==> config.mk <==
export PLATFORM = sky130hd
export DESIGN_NAME = mdio_master
export DESIGN_NICKNAME = d
export VERILOG_FILES = /design/src/rtl/mdio_pkg.sv /design/src/rtl/mdc_tick_gen.sv /design/src/rtl/mdio_in_sync.sv /design/src/rtl/mdio_frame_seq.sv /design/src/rtl/mdio_master.sv
export SDC_FILE = /design/constraint.sdc
export NUM_CORES = 1
export LEC_CHECK = 0
export BUFFER_PORTS_ARGS = -buffer_cell sky130_fd_sc_hd__buf_4
export CORE_MARGIN = 3
export CORE_UTILIZATION = 40
export DETAILED_ROUTE_END_ITERATION = 16
export PLACE_DENSITY = 0.7
export SYNTH_ARGS = -nofsm -noshare
export SYNTH_HDL_FRONTEND = slang
export SYNTH_SLANG_ARGS = --single-unit
==> constraint.sdc <==
create_clock -name clk -period 3.2 [get_ports clk]
set_input_delay 0.16 -clock clk [delete_from_list [all_inputs] [get_ports clk]]
set_output_delay 0.16 -clock clk [all_outputs]
set_load 0.05 [all_outputs]
==> src/rtl/mdio_pkg.sv <==
`timescale 1ns/1ps
package mdio_pkg;
  localparam int ADDR_W     = 5;
  localparam int DATA_W     = 16;
  localparam int PRE_BITS   = 32;
  localparam int PHY_END    = PRE_BITS + 4 + ADDR_W;
  localparam int TA_IDX     = PHY_END + ADDR_W;
  localparam int DAT_BEG    = TA_IDX + 2;
  localparam int FRAME_BITS = DAT_BEG + DATA_W + 1;
  localparam int RD_FIRST   = TA_IDX + 1;
  localparam int RD_LAST    = RD_FIRST + DATA_W - 1;
  localparam int RECOV_BITS = 32;
  localparam int IDX_W      = $clog2(FRAME_BITS + 1);
  localparam logic [DATA_W-1:0] ALL_ONES = '1;

  typedef enum logic [1:0] {ST_IDLE, ST_FRAME, ST_RECOV} seq_st_t;

  typedef struct packed {
    logic oe;
    logic val;
  } pin_t;

  localparam pin_t PIN_IDLE = '{oe: 1'b0, val: 1'b1};

  typedef struct packed {
    logic              rd;
    logic [ADDR_W-1:0] phy;
    logic [ADDR_W-1:0] regad;
    logic [DATA_W-1:0] wdata;
  } req_t;

  // Pin state to present during bit cycle idx of a frame for request q.
  function automatic pin_t frame_pin(input req_t q, input logic [IDX_W-1:0] idx);
    pin_t p;
    int   i;
    p = '{oe: 1'b1, val: 1'b1};
    i = int'(idx);
    if (i < PRE_BITS)               p.val = 1'b1;
    else if (i == PRE_BITS)         p.val = 1'b0;
    else if (i == PRE_BITS + 1)     p.val = 1'b1;
    else if (i == PRE_BITS + 2)     p.val = q.rd;
    else if (i == PRE_BITS + 3)     p.val = !q.rd;
    else if (i < PHY_END)           p.val = q.phy[3'(PHY_END - 1 - i)];
    else if (i < TA_IDX)            p.val = q.regad[3'(TA_IDX - 1 - i)];
    else if (q.rd)                  p = PIN_IDLE;
    else if (i == TA_IDX)           p.val = 1'b1;
    else if (i == TA_IDX + 1)       p.val = 1'b0;
    else if (i < DAT_BEG + DATA_W)  p.val = q.wdata[4'(DAT_BEG + DATA_W - 1 - i)];
    else                            p = PIN_IDLE;
    return p;
  endfunction

  // Append one received bit at the LSB end (MSB arrives first).
  function automatic logic [DATA_W-1:0] shift_in(input logic [DATA_W-1:0] d, input logic b);
    return {d[DATA_W-2:0], b};
  endfunction
endpackage

==> src/rtl/mdc_tick_gen.sv <==
`timescale 1ns/1ps
module mdc_tick_gen #(
  parameter int HALF_PERIOD = 25
) (
  input  logic clk,
  input  logic rst,
  input  logic run,
  input  logic restart,
  output logic tick
);
  localparam int CW = (HALF_PERIOD > 1) ? $clog2(HALF_PERIOD) : 1;
  localparam logic [CW-1:0] LAST = CW'(HALF_PERIOD - 1);

  logic [CW-1:0] cnt;

  assign tick = run && (cnt == LAST);

  always_ff @(posedge clk) begin
    if (rst || restart || !run || tick) cnt <= '0;
    else                                cnt <= cnt + 1'b1;
  end

  // the counter never runs past the end of a phase
  a_r3_cnt_bound: assert property (@(posedge clk) disable iff (rst)
    run |-> (cnt <= LAST));
endmodule

==> src/rtl/mdio_in_sync.sv <==
`timescale 1ns/1ps
module mdio_in_sync #(
  parameter int STAGES = 2
) (
  input  logic clk,
  input  logic rst,
  input  logic d,
  output logic q
);
  localparam int SW = (STAGES < 2) ? 2 : STAGES;

  logic [SW-1:0] sh;

  always_ff @(posedge clk) begin
    if (rst) sh <= '1;
    else     sh <= {sh[SW-2:0], d};
  end

  assign q = sh[SW-1];
endmodule

==> src/rtl/mdio_frame_seq.sv <==
`timescale 1ns/1ps
module mdio_frame_seq import mdio_pkg::*; (
  input  logic              clk,
  input  logic              rst,
  input  logic              tick,
  input  logic              start,
  input  req_t              req_in,
  input  logic              smp,
  output logic              accept,
  output logic              busy,
  output logic              done,
  output logic [DATA_W-1:0] rdata,
  output logic              err,
  output logic              mdc,
  output logic              mdio_o,
  output logic              mdio_oe
);
  seq_st_t           st;
  req_t              q;
  logic [IDX_W-1:0]  idx;
  logic [DATA_W-1:0] shreg;
  pin_t              pin;

  logic last_bit, ta_fail, in_data;

  assign mdio_o  = pin.val;
  assign mdio_oe = pin.oe;
  assign busy    = (st != ST_IDLE);
  assign accept  = start && (st == ST_IDLE);

  assign last_bit = (st == ST_RECOV) ? (idx == IDX_W'(RECOV_BITS - 1))
                                     : (idx == IDX_W'(FRAME_BITS - 1));
  assign ta_fail  = (st == ST_FRAME) && q.rd && (idx == IDX_W'(TA_IDX)) && smp;
  assign in_data  = (st == ST_FRAME) && q.rd &&
                    (idx >= IDX_W'(RD_FIRST)) && (idx <= IDX_W'(RD_LAST));

  always_ff @(posedge clk) begin
    if (rst) begin
      st    <= ST_IDLE;
      q     <= '0;
      idx   <= '0;
      shreg <= '0;
      pin   <= PIN_IDLE;
      mdc   <= 1'b1;
      done  <= 1'b0;
      rdata <= '0;
      err   <= 1'b0;
    end else begin
      done <= 1'b0;
      if (accept) begin
        st  <= ST_FRAME;
        q   <= req_in;
        idx <= '0;
        mdc <= 1'b0;
        pin <= frame_pin(req_in, '0);
      end else if (busy && tick) begin
        if (!mdc) begin
          mdc <= 1'b1;
        end else begin
          if (in_data) shreg <= shift_in(shreg, smp);
          if (ta_fail) begin
            st  <= ST_RECOV;
            idx <= '0;
            mdc <= 1'b0;
            pin <= PIN_IDLE;
          end else if (last_bit) begin
            st   <= ST_IDLE;
            done <= 1'b1;
            if (st == ST_RECOV) begin
              rdata <= ALL_ONES;
              err   <= 1'b1;
            end else if (q.rd) begin
              rdata <= shreg;
              err   <= 1'b0;
            end else begin
              err   <= 1'b0;
            end
          end else begin
            idx <= idx + 1'b1;
            mdc <= 1'b0;
            pin <= (st == ST_RECOV) ? PIN_IDLE : frame_pin(q, idx + 1'b1);
          end
        end
      end
    end
  end

  // completion pulse lasts one cycle
  a_r2_done_single: assert property (@(posedge clk) disable iff (rst)
    done |=> !done);
  // busy has dropped when done is shown
  a_r2_done_idle: assert property (@(posedge clk) disable iff (rst)
    done |-> !busy);
  // line released from the turnaround on in a read
  a_r7_read_released: assert property (@(posedge clk) disable iff (rst)
    (st == ST_FRAME && q.rd && idx >= IDX_W'(TA_IDX)) |-> !mdio_oe);
  // recovery clocks keep the line released
  a_r8_recov_released: assert property (@(posedge clk) disable iff (rst)
    (st == ST_RECOV) |-> !mdio_oe);
  // error completion returns all ones
  a_r8_err_ones: assert property (@(posedge clk) disable iff (rst)
    (done && err) |-> (rdata == ALL_ONES));
endmodule

==> src/rtl/mdio_master.sv <==
`timescale 1ns/1ps
module mdio_master import mdio_pkg::*; #(
  parameter int HALF_PERIOD = 25,
  parameter int SYNC_STAGES = 2
) (
  input  logic              clk,
  input  logic              rst,
  input  logic              start,
  input  logic              rd_wr,
  input  logic [ADDR_W-1:0] phy_addr,
  input  logic [ADDR_W-1:0] reg_addr,
  input  logic [DATA_W-1:0] wr_data,
  output logic              busy,
  output logic              done,
  output logic [DATA_W-1:0] rd_data,
  output logic              no_phy,
  output logic              mdc,
  output logic              mdio_o,
  output logic              mdio_oe,
  input  logic              mdio_i
);
  localparam int PCW = $clog2(HALF_PERIOD + 1);

  logic tick, accept, smp;
  req_t req_in;

  assign req_in = '{rd: rd_wr, phy: phy_addr, regad: reg_addr, wdata: wr_data};

  mdio_in_sync #(.STAGES(SYNC_STAGES)) u_sync (
    .clk (clk),
    .rst (rst),
    .d   (mdio_i),
    .q   (smp)
  );

  mdc_tick_gen #(.HALF_PERIOD(HALF_PERIOD)) u_tick (
    .clk     (clk),
    .rst     (rst),
    .run     (busy),
    .restart (accept),
    .tick    (tick)
  );

  mdio_frame_seq u_seq (
    .clk     (clk),
    .rst     (rst),
    .tick    (tick),
    .start   (start),
    .req_in  (req_in),
    .smp     (smp),
    .accept  (accept),
    .busy    (busy),
    .done    (done),
    .rdata   (rd_data),
    .err     (no_phy),
    .mdc     (mdc),
    .mdio_o  (mdio_o),
    .mdio_oe (mdio_oe)
  );

  // Phase-length monitor for the assertions: cycles mdc has held its level.
  logic           mdc_q, mdc_toggle;
  logic [PCW-1:0] ph_cnt;

  assign mdc_toggle = mdc ^ mdc_q;

  always_ff @(posedge clk) begin
    if (rst) begin
      mdc_q  <= 1'b1;
      ph_cnt <= '0;
    end else begin
      mdc_q  <= mdc;
      if (mdc_toggle)        ph_cnt <= PCW'(1);
      else if (ph_cnt != '1) ph_cnt <= ph_cnt + 1'b1;
    end
  end

  // each completed phase inside a frame lasted HALF_PERIOD cycles
  a_r3_phase_len: assert property (@(posedge clk) disable iff (rst)
    (mdc_toggle && (mdc || $past(busy))) |-> (ph_cnt == PCW'(HALF_PERIOD)));
  // pin values move only while mdc is low
  a_r4_change_low: assert property (@(posedge clk) disable iff (rst)
    !$stable({mdio_o, mdio_oe}) |-> !mdc);
  // idle bus rests with mdc high and the line released
  a_r9_idle_rest: assert property (@(posedge clk) disable iff (rst)
    !busy |-> (mdc && !mdio_oe));
endmodule

Yosys cells after proc, flatten, opt, wreduce, memory -nomap -nowiden
Cells that the tools add are included.
{"block": "word_totals", "reg_bits": 80, "in_bits": 31, "output_inout_bits": 22, "wordCells": 129}
{"block": "classes", "n_addsub": 5, "magnitude_cmp": 9, "eq_ne": 14, "n_mux": 52, "bitwise_logic": 4, "reduce_logical": 29}
{"op": "7-bit == test, second input constant", "count": 7}
{"op": "1-bit 2-to-1 mux", "count": 36}
{"op": "16-bit 2-to-1 mux", "count": 2}
{"op": "7-bit by 6-bit less-than comparator with 1-bit output, second input constant", "count": 3}
{"op": "2-bit 2-to-1 mux", "count": 9}
{"op": "7-bit 2-to-1 mux", "count": 2}
{"op": "3-bit AND reduction", "count": 4}
{"op": "3-bit by 5-bit less-than comparator with 1-bit output, second input constant", "count": 2}
{"op": "2-bit nonzero test", "count": 5}
{"op": "1-bit logical AND", "count": 8}
{"op": "7-bit by 1-bit adder with 7-bit output, second input constant", "count": 1}
{"op": "7-bit by 5-bit == test with 1-bit output, second input constant", "count": 1}
{"op": "7-bit by 6-bit == test with 1-bit output, second input constant", "count": 1}
{"op": "7-bit by 6-bit >= comparator with 1-bit output, second input constant", "count": 1}
{"op": "7-bit by 6-bit less-or-equal comparator with 1-bit output, second input constant", "count": 1}
{"op": "7-bit less-than comparator, second input constant", "count": 1}
{"op": "1-bit binary-select mux with 3-bit select", "count": 2}
{"op": "4-bit by 6-bit less-than comparator with 1-bit output, second input constant", "count": 1}
{"op": "6-bit AND reduction", "count": 1}
{"op": "5-bit by 1-bit adder with 5-bit output, second input constant", "count": 1}
{"op": "5-bit == test, second input constant", "count": 1}
{"op": "5-bit AND reduction", "count": 1}
{"op": "1-bit binary-select mux with 4-bit select", "count": 1}
{"op": "1-bit NOT", "count": 4}
{"op": "14 further kinds", "count": 17}

Longest topological paths before layout
{"block": "logic_depth", "ltp_word": 22, "ltp_mapped": 13, "depth_no_buf": 10}

Hierarchy
A second synthesis with hierarchy kept.
{"block": "hier_totals", "cells_unflattened": 474, "hier_area_um2": 3993.8}
{"mod": "mdio_frame_seq", "n_inst": 1, "cells_per_inst": 446, "area_per_inst_um2": 3713.6, "seq_area_each_um2": 1461.4}
{"mod": "mdc_tick_gen", "n_inst": 1, "cells_per_inst": 24, "area_per_inst_um2": 227.7, "seq_area_each_um2": 100.1}
{"mod": "mdio_in_sync", "n_inst": 1, "cells_per_inst": 4, "area_per_inst_um2": 52.6, "seq_area_each_um2": 40.0}

Least setup slack after synthesis
OpenSTA, ideal clock, no wires.
{"block": "synth_path", "path_kind": "reg-to-reg", "start": "register u_seq.idx[0]", "end": "register u_seq.pin (netlist bit u_seq.mdio_o)", "setup_ps": 70, "arrival_ps": 2639, "required_time_ps": 3130, "slack_ps": 491, "path_stages_with_launch": 14, "path_buffers": 3, "synth_period_minus_slack_ps": 2709, "path_cell_list": "dfxtp_1 -> buf_4 -> buf_2 -> inv_1 -> ha_1 -> clkbuf_1 -> inv_1 -> ha_1 -> nand2b_1 -> a32o_1 -> nor3_1 -> o221ai_1 -> and4_1 -> a21oi_1"}
{"block": "synth_between", "elab_chain_len": 19, "elab_cells_between_ends": 45, "cone_classes": "add/sub: 4; order compare: 4; eq/ne: 10; mux: 24; reduce/logical: 3"}
{"item": "start, declared", "line_no": "mdio_frame_seq.sv:20", "rtl": "logic [IDX_W-1:0] idx;"}
{"item": "start signal, assigned", "line_no": "mdio_frame_seq.sv:79", "rtl": "idx <= idx + 1'b1;"}
{"item": "7-bit by 1-bit adder with 7-bit output", "line_no": "mdio_frame_seq.sv:81", "rtl": "pin <= (st == ST_RECOV) ? PIN_IDLE : frame_pin(q, idx + 1'b1);"}
{"item": "4-bit subtractor", "line_no": "mdio_pkg.sv:48", "rtl": "else if (i < DAT_BEG + DATA_W) p.val = q.wdata[4'(DAT_BEG + DATA_W - 1 - i)];"}
{"item": "1-bit binary-select mux with 4-bit select", "line_no": "mdio_pkg.sv:48"}
{"item": "1-bit 2-to-1 mux (not written as such) (2 in a row)", "line_no": "mdio_pkg.sv:48"}
{"item": "1-bit 2-to-1 mux", "line_no": "mdio_pkg.sv:48"}
{"item": "1-bit 2-to-1 mux", "line_no": "mdio_pkg.sv:47", "rtl": "else if (i == TA_IDX + 1) p.val = 1'b0;"}
{"item": "1-bit 2-to-1 mux", "line_no": "mdio_pkg.sv:46", "rtl": "else if (i == TA_IDX) p.val = 1'b1;"}
{"item": "2-bit 2-to-1 mux", "line_no": "mdio_pkg.sv:45", "rtl": "else if (q.rd) p = PIN_IDLE;"}
{"item": "[... 2 more ...]"}
{"item": "1-bit 2-to-1 mux", "line_no": "mdio_pkg.sv:42", "rtl": "else if (i == PRE_BITS + 3) p.val = !q.rd;"}
{"item": "1-bit 2-to-1 mux", "line_no": "mdio_pkg.sv:41", "rtl": "else if (i == PRE_BITS + 2) p.val = q.rd;"}
{"item": "1-bit 2-to-1 mux", "line_no": "mdio_pkg.sv:40", "rtl": "else if (i == PRE_BITS + 1) p.val = 1'b1;"}
{"item": "1-bit 2-to-1 mux", "line_no": "mdio_pkg.sv:39", "rtl": "else if (i == PRE_BITS) p.val = 1'b0;"}
{"item": "1-bit 2-to-1 mux", "line_no": "mdio_pkg.sv:38", "rtl": "if (i < PRE_BITS) p.val = 1'b1;"}
{"item": "2-bit 2-to-1 mux", "line_no": "mdio_frame_seq.sv:81"}
{"item": "2-bit 2-to-1 mux", "line_no": "mdio_frame_seq.sv:66", "rtl": "end else if (last_bit) begin"}
{"item": "2-bit 2-to-1 mux", "line_no": "mdio_frame_seq.sv:61", "rtl": "if (ta_fail) begin"}
{"item": "end signal, assigned", "line_no": "mdio_frame_seq.sv:55", "rtl": "pin <= frame_pin(req_in, '0);"}
{"item": "end signal, assigned", "line_no": "mdio_frame_seq.sv:81"}
{"item": "end, declared", "line_no": "mdio_frame_seq.sv:22", "rtl": "pin_t pin;"}
Parallel ways exist; a longest one is shown, timed or not. The select of a mux whose other input is x is not followed.
A chain may end at the register's enable or synchronous reset.

Final worst setup path
{"block": "layout_path", "start": "register u_seq.idx[1]", "end": "register u_seq.pin (netlist bit u_seq.mdio_o)"}
The elaborated chain is that of the path after synthesis.

==> run_results.csv <==
group,metric,value,unit
status,outcome,"complete, no violations",
clocking,clock_tree.htree_level_count,3,
synth,xor_and_xnor_fraction_of_the_mapped_netlist_area,2.119,%
sta,max-slew-margin-rel,33.23,%
worst_setup_path,timing.critical_path.fanout_max,9,
sta,report.final.setup_viol,0,
finish,area_delta_synth_final,17.26,%
synth,number_of_standard_cells_after_synthesis,450,
sta,fmaxAchievable,355.6,MHz
route,via_per_inst,5.256,
route,drt_pass1_iterations,4,
synth,cell_type_contributing_the_most_total_cell_area_after_synthesis,"dfxtp_1",
floorplan,fp.dieW,102.4,µm
clocking,clock_insertion_delay_worst_skew,350,ps
worst_setup_path,timing.critical_path.required,3490,ps
clocking,cts_tree,"yes",
synth,synth_async_sr_flop_share,0,%
floorplan,core_area,8891,µm²
synth,yosys_register_bits,80,
sta,unrepaired_setup_endpoints_after_global_routing,"false",
worst_hold_path,hold-path-cell-count,3,
clocking,clkSlewWorstSetupHoldPaths,100,ps
sta,period_needed,2812,ps
route,routed-via-count,3185,
synth,synthesis.area,3720,µm²
worst_hold_path,min-delay-path-class,"input port to register",
worst_setup_path,category_of_the_worst_setup_path_launch_point,"register",
clocking,clkSinkCount,80,
sta,fin_tns_setup,0,ps
floorplan,floorplan.die.height,102.4,µm
finish,final_nets,533,
pwr,power.static_leakage,1.574,nW
worst_setup_path,worstSetupPathType,"register to register",
placed_design,dp_hpwl,5.677,mm
finish,final_cell_area,4362,µm²
route,ant_nets,0,
synth,synthMuxAreaShare,7.299,%
clocking,cts-buffers-inserted,9,
floorplan,placement_rows,34,
synth,synth_top_family_by_area,"simple AND/OR/NAND/NOR gates",
grt,grt_max_degree,69,
clocking,cts-root-buf,"clkbuf_8",
flow_run,cap_viol_max_count,0,
synth,synth_most_common_cell,"dfxtp_1",
finish,finish.utilization,49.06,%
synth,yosys-top-cells-area,"dfxtp_1 43%, nor2_1 7.4%, nand2_1 6.8%",
floorplan,start_util,41.84,%
sta,fin_worst_skew,12.67,ps
pwr,p_per_area,427.2,nW/µm²
sta,tightestPinTransition,1002,ps
worst_setup_path,end_kind,"register",
synth,synth_adder_area_share,3.027,%
route,detail_route.drc_violations,0,
floorplan,die_area,10490,µm²
synth,synth.avg_cell_area,8.266,µm²
synth,synth_top_cells_by_count,"80 x dfxtp_1, 73 x nor2_1, 67 x nand2_1",
synth,ys_dominant_reg_cell,"dfxtp_1",
worst_setup_path,worst-r2r-setup-slack,390,ps
finish,final-instance-count-excl-fill,606,
floorplan,ioPinCount,53,
route,drt-initial-drc-count,141,
placed_design,gp_congestion,0.8965,
synth,post_synth_simple_gate_area,24.35,%
placed_design,placed_cells,589,
worst_setup_path,cp_data_arrival_time,3100,ps
grt,grt.total_usage,16.12,%
placed_design,dpl-instance-area,4173,µm²
clocking,clk_path_buf_depth,2,
synth,seq_area_frac_synth,43.05,%
synth,syn-num-nets,490,
grt,via_count_of_the_first_global_routing_pass,2927,
route,post_drt_wl_per_cell,13.43,µm
grt,grt_pass1_wl,13.60,mm
placed_design,port_buffers,52,
grt,grt_antenna_before_repair,0,
finish,drive_above_1_share,18.47,%
synth,synth_edf_count,0,
grt,global_route.overflow_total,0,
synth,yosys.area.top_type_share,43.05,%
clocking,cts_setup_buffers,0,
sta,period_share,87.88,%
synth,synth_compound_gate_area_share,15.37,%
sta,hold_viol_final,0,
finish,num-fill-cells,844,
pwr,vdd_drop_max,0.2503,mV
route,drt_wl_total,8.140,mm
sta,timing.final.max_slew_violations,0,
synth,yosys.cell_types.count,53,
worst_setup_path,ff2ff_path_depth,9,
finish,antenna_cells_inserted,0,
clocking,cts-resized-gates,0,
synth,ys_warn_count,0,
-- worst paths after layout --
path | from | to
worst max-delay path | u_seq.idx[1] | u_seq.mdio_o
worst min-delay path | phy_addr[4] | u_seq.q[25]
worst min register to register | u_sync.sh[0] | u_sync.sh[1]
worst max register to register | u_seq.idx[1] | u_seq.mdio_o
-- cell usage in the layout (no fill, tap or decap), types with 2 or more instances in the layout --
cell type	n
nor3b_1	2
buf_4	60
a32o_1	2
o211ai_1	2
a31oi_1	3
inv_1	12
mux2i_1	17
a21boi_0	2
o21ai_0	11
a21o_1	2
or2_2	3
and2_1	2
and3_1	2
nand3_1	12
a211oi_1	16
xor2_1	4
nor2b_1	4
mux4_2	4
ha_1	9
a21oi_1	45
dfxtp_1	80
nor2_1	73
clkbuf_8	9
nand2_1	67
inv_6	2
nand2_2	2
clkinv_2	2
nor4_4	2
or3_1	6
nor3_1	7
nand2b_1	4
xnor2_1	5
-- through the flow --
stage	hold WS, ps	worst slack, ps	power, mW
finish	49.30	387.7	1.863
global route	44.98	263.7	1.937
floorplan	263.8	490.8	1.137
detailed placement	357.7	439.3	1.192
global placement	359.6	561.2	1.188
CTS	37.78	391.6	1.874
-- registers in the layout, indices dropped and copies added, names as in the netlist --
signal and cells:
u_seq.q 27, u_seq.rdata 16, u_seq.shreg 16, u_seq.idx 7, u_tick.cnt 5, u_seq.st 2, u_sync.sh 2, u_seq.done 1
u_seq.err 1, u_seq.mdc 1, u_seq.mdio_o 1, u_seq.mdio_oe 1
-- worst max-delay path, cell delays in order (launching register included) --
cell and delay, ps:
dfxtp_1 500, inv_1 130, ha_1 520, ha_1 330, or3b_2 450, a21oi_1 160
a31oi_1 60, a211o_1 270, a31o_2 210, a21oi_1 110
-- metal layers --
layer  part of all wire, %  up-vias  GRT usage [%]
li1                      -     1627              -
met1                    48     1475          22.30
met2                    46       70          24.73
met3                   4.7       13          4.027
met4                   1.5        0          5.146
met5                     0        -              0
-- kinds of logic (layout without fill, tap and decap cells) --
kind of cell,Yosys count,after routing
muxes,22,22
xor gates and xnor gates,9,9
AOI/OAI and AO/OA,93,93
and+or+nand+nor,196,196
DFF,80,80
adders and majority gates,9,9
buffers and inverters,41,89
-- area by class of cell --
class | count | area (µm²) | area share [%]
clock buffer | 9 | 123.9 | 2.840
tap | 108 | 135.1 | 3.098
inverter | 12 | 45.04 | 1.033
timing repair buffer | 61 | 460.4 | 10.56
sequential | 80 | 1602 | 36.72
clock inverter | 7 | 55.05 | 1.262
multi-input combinational | 329 | 1941 | 44.49
-- power breakdown --
part	internal [mW]	switching, mW	total (mW)	leakage (nW)
combinational	0.0562	0.0748	0.131	0.832
clock	0.291	0.404	0.695	0.0919
sequential	1.02	0.0157	1.04	0.650
total	1.37	0.494	1.86	1.57
-- repair_timing --
item	4_1_cts	5_1_grt
hold buffers	1	0
hold endpoints to repair	1	0
setup endpoints to repair	0	0
(Power assumes the default switching activity.)
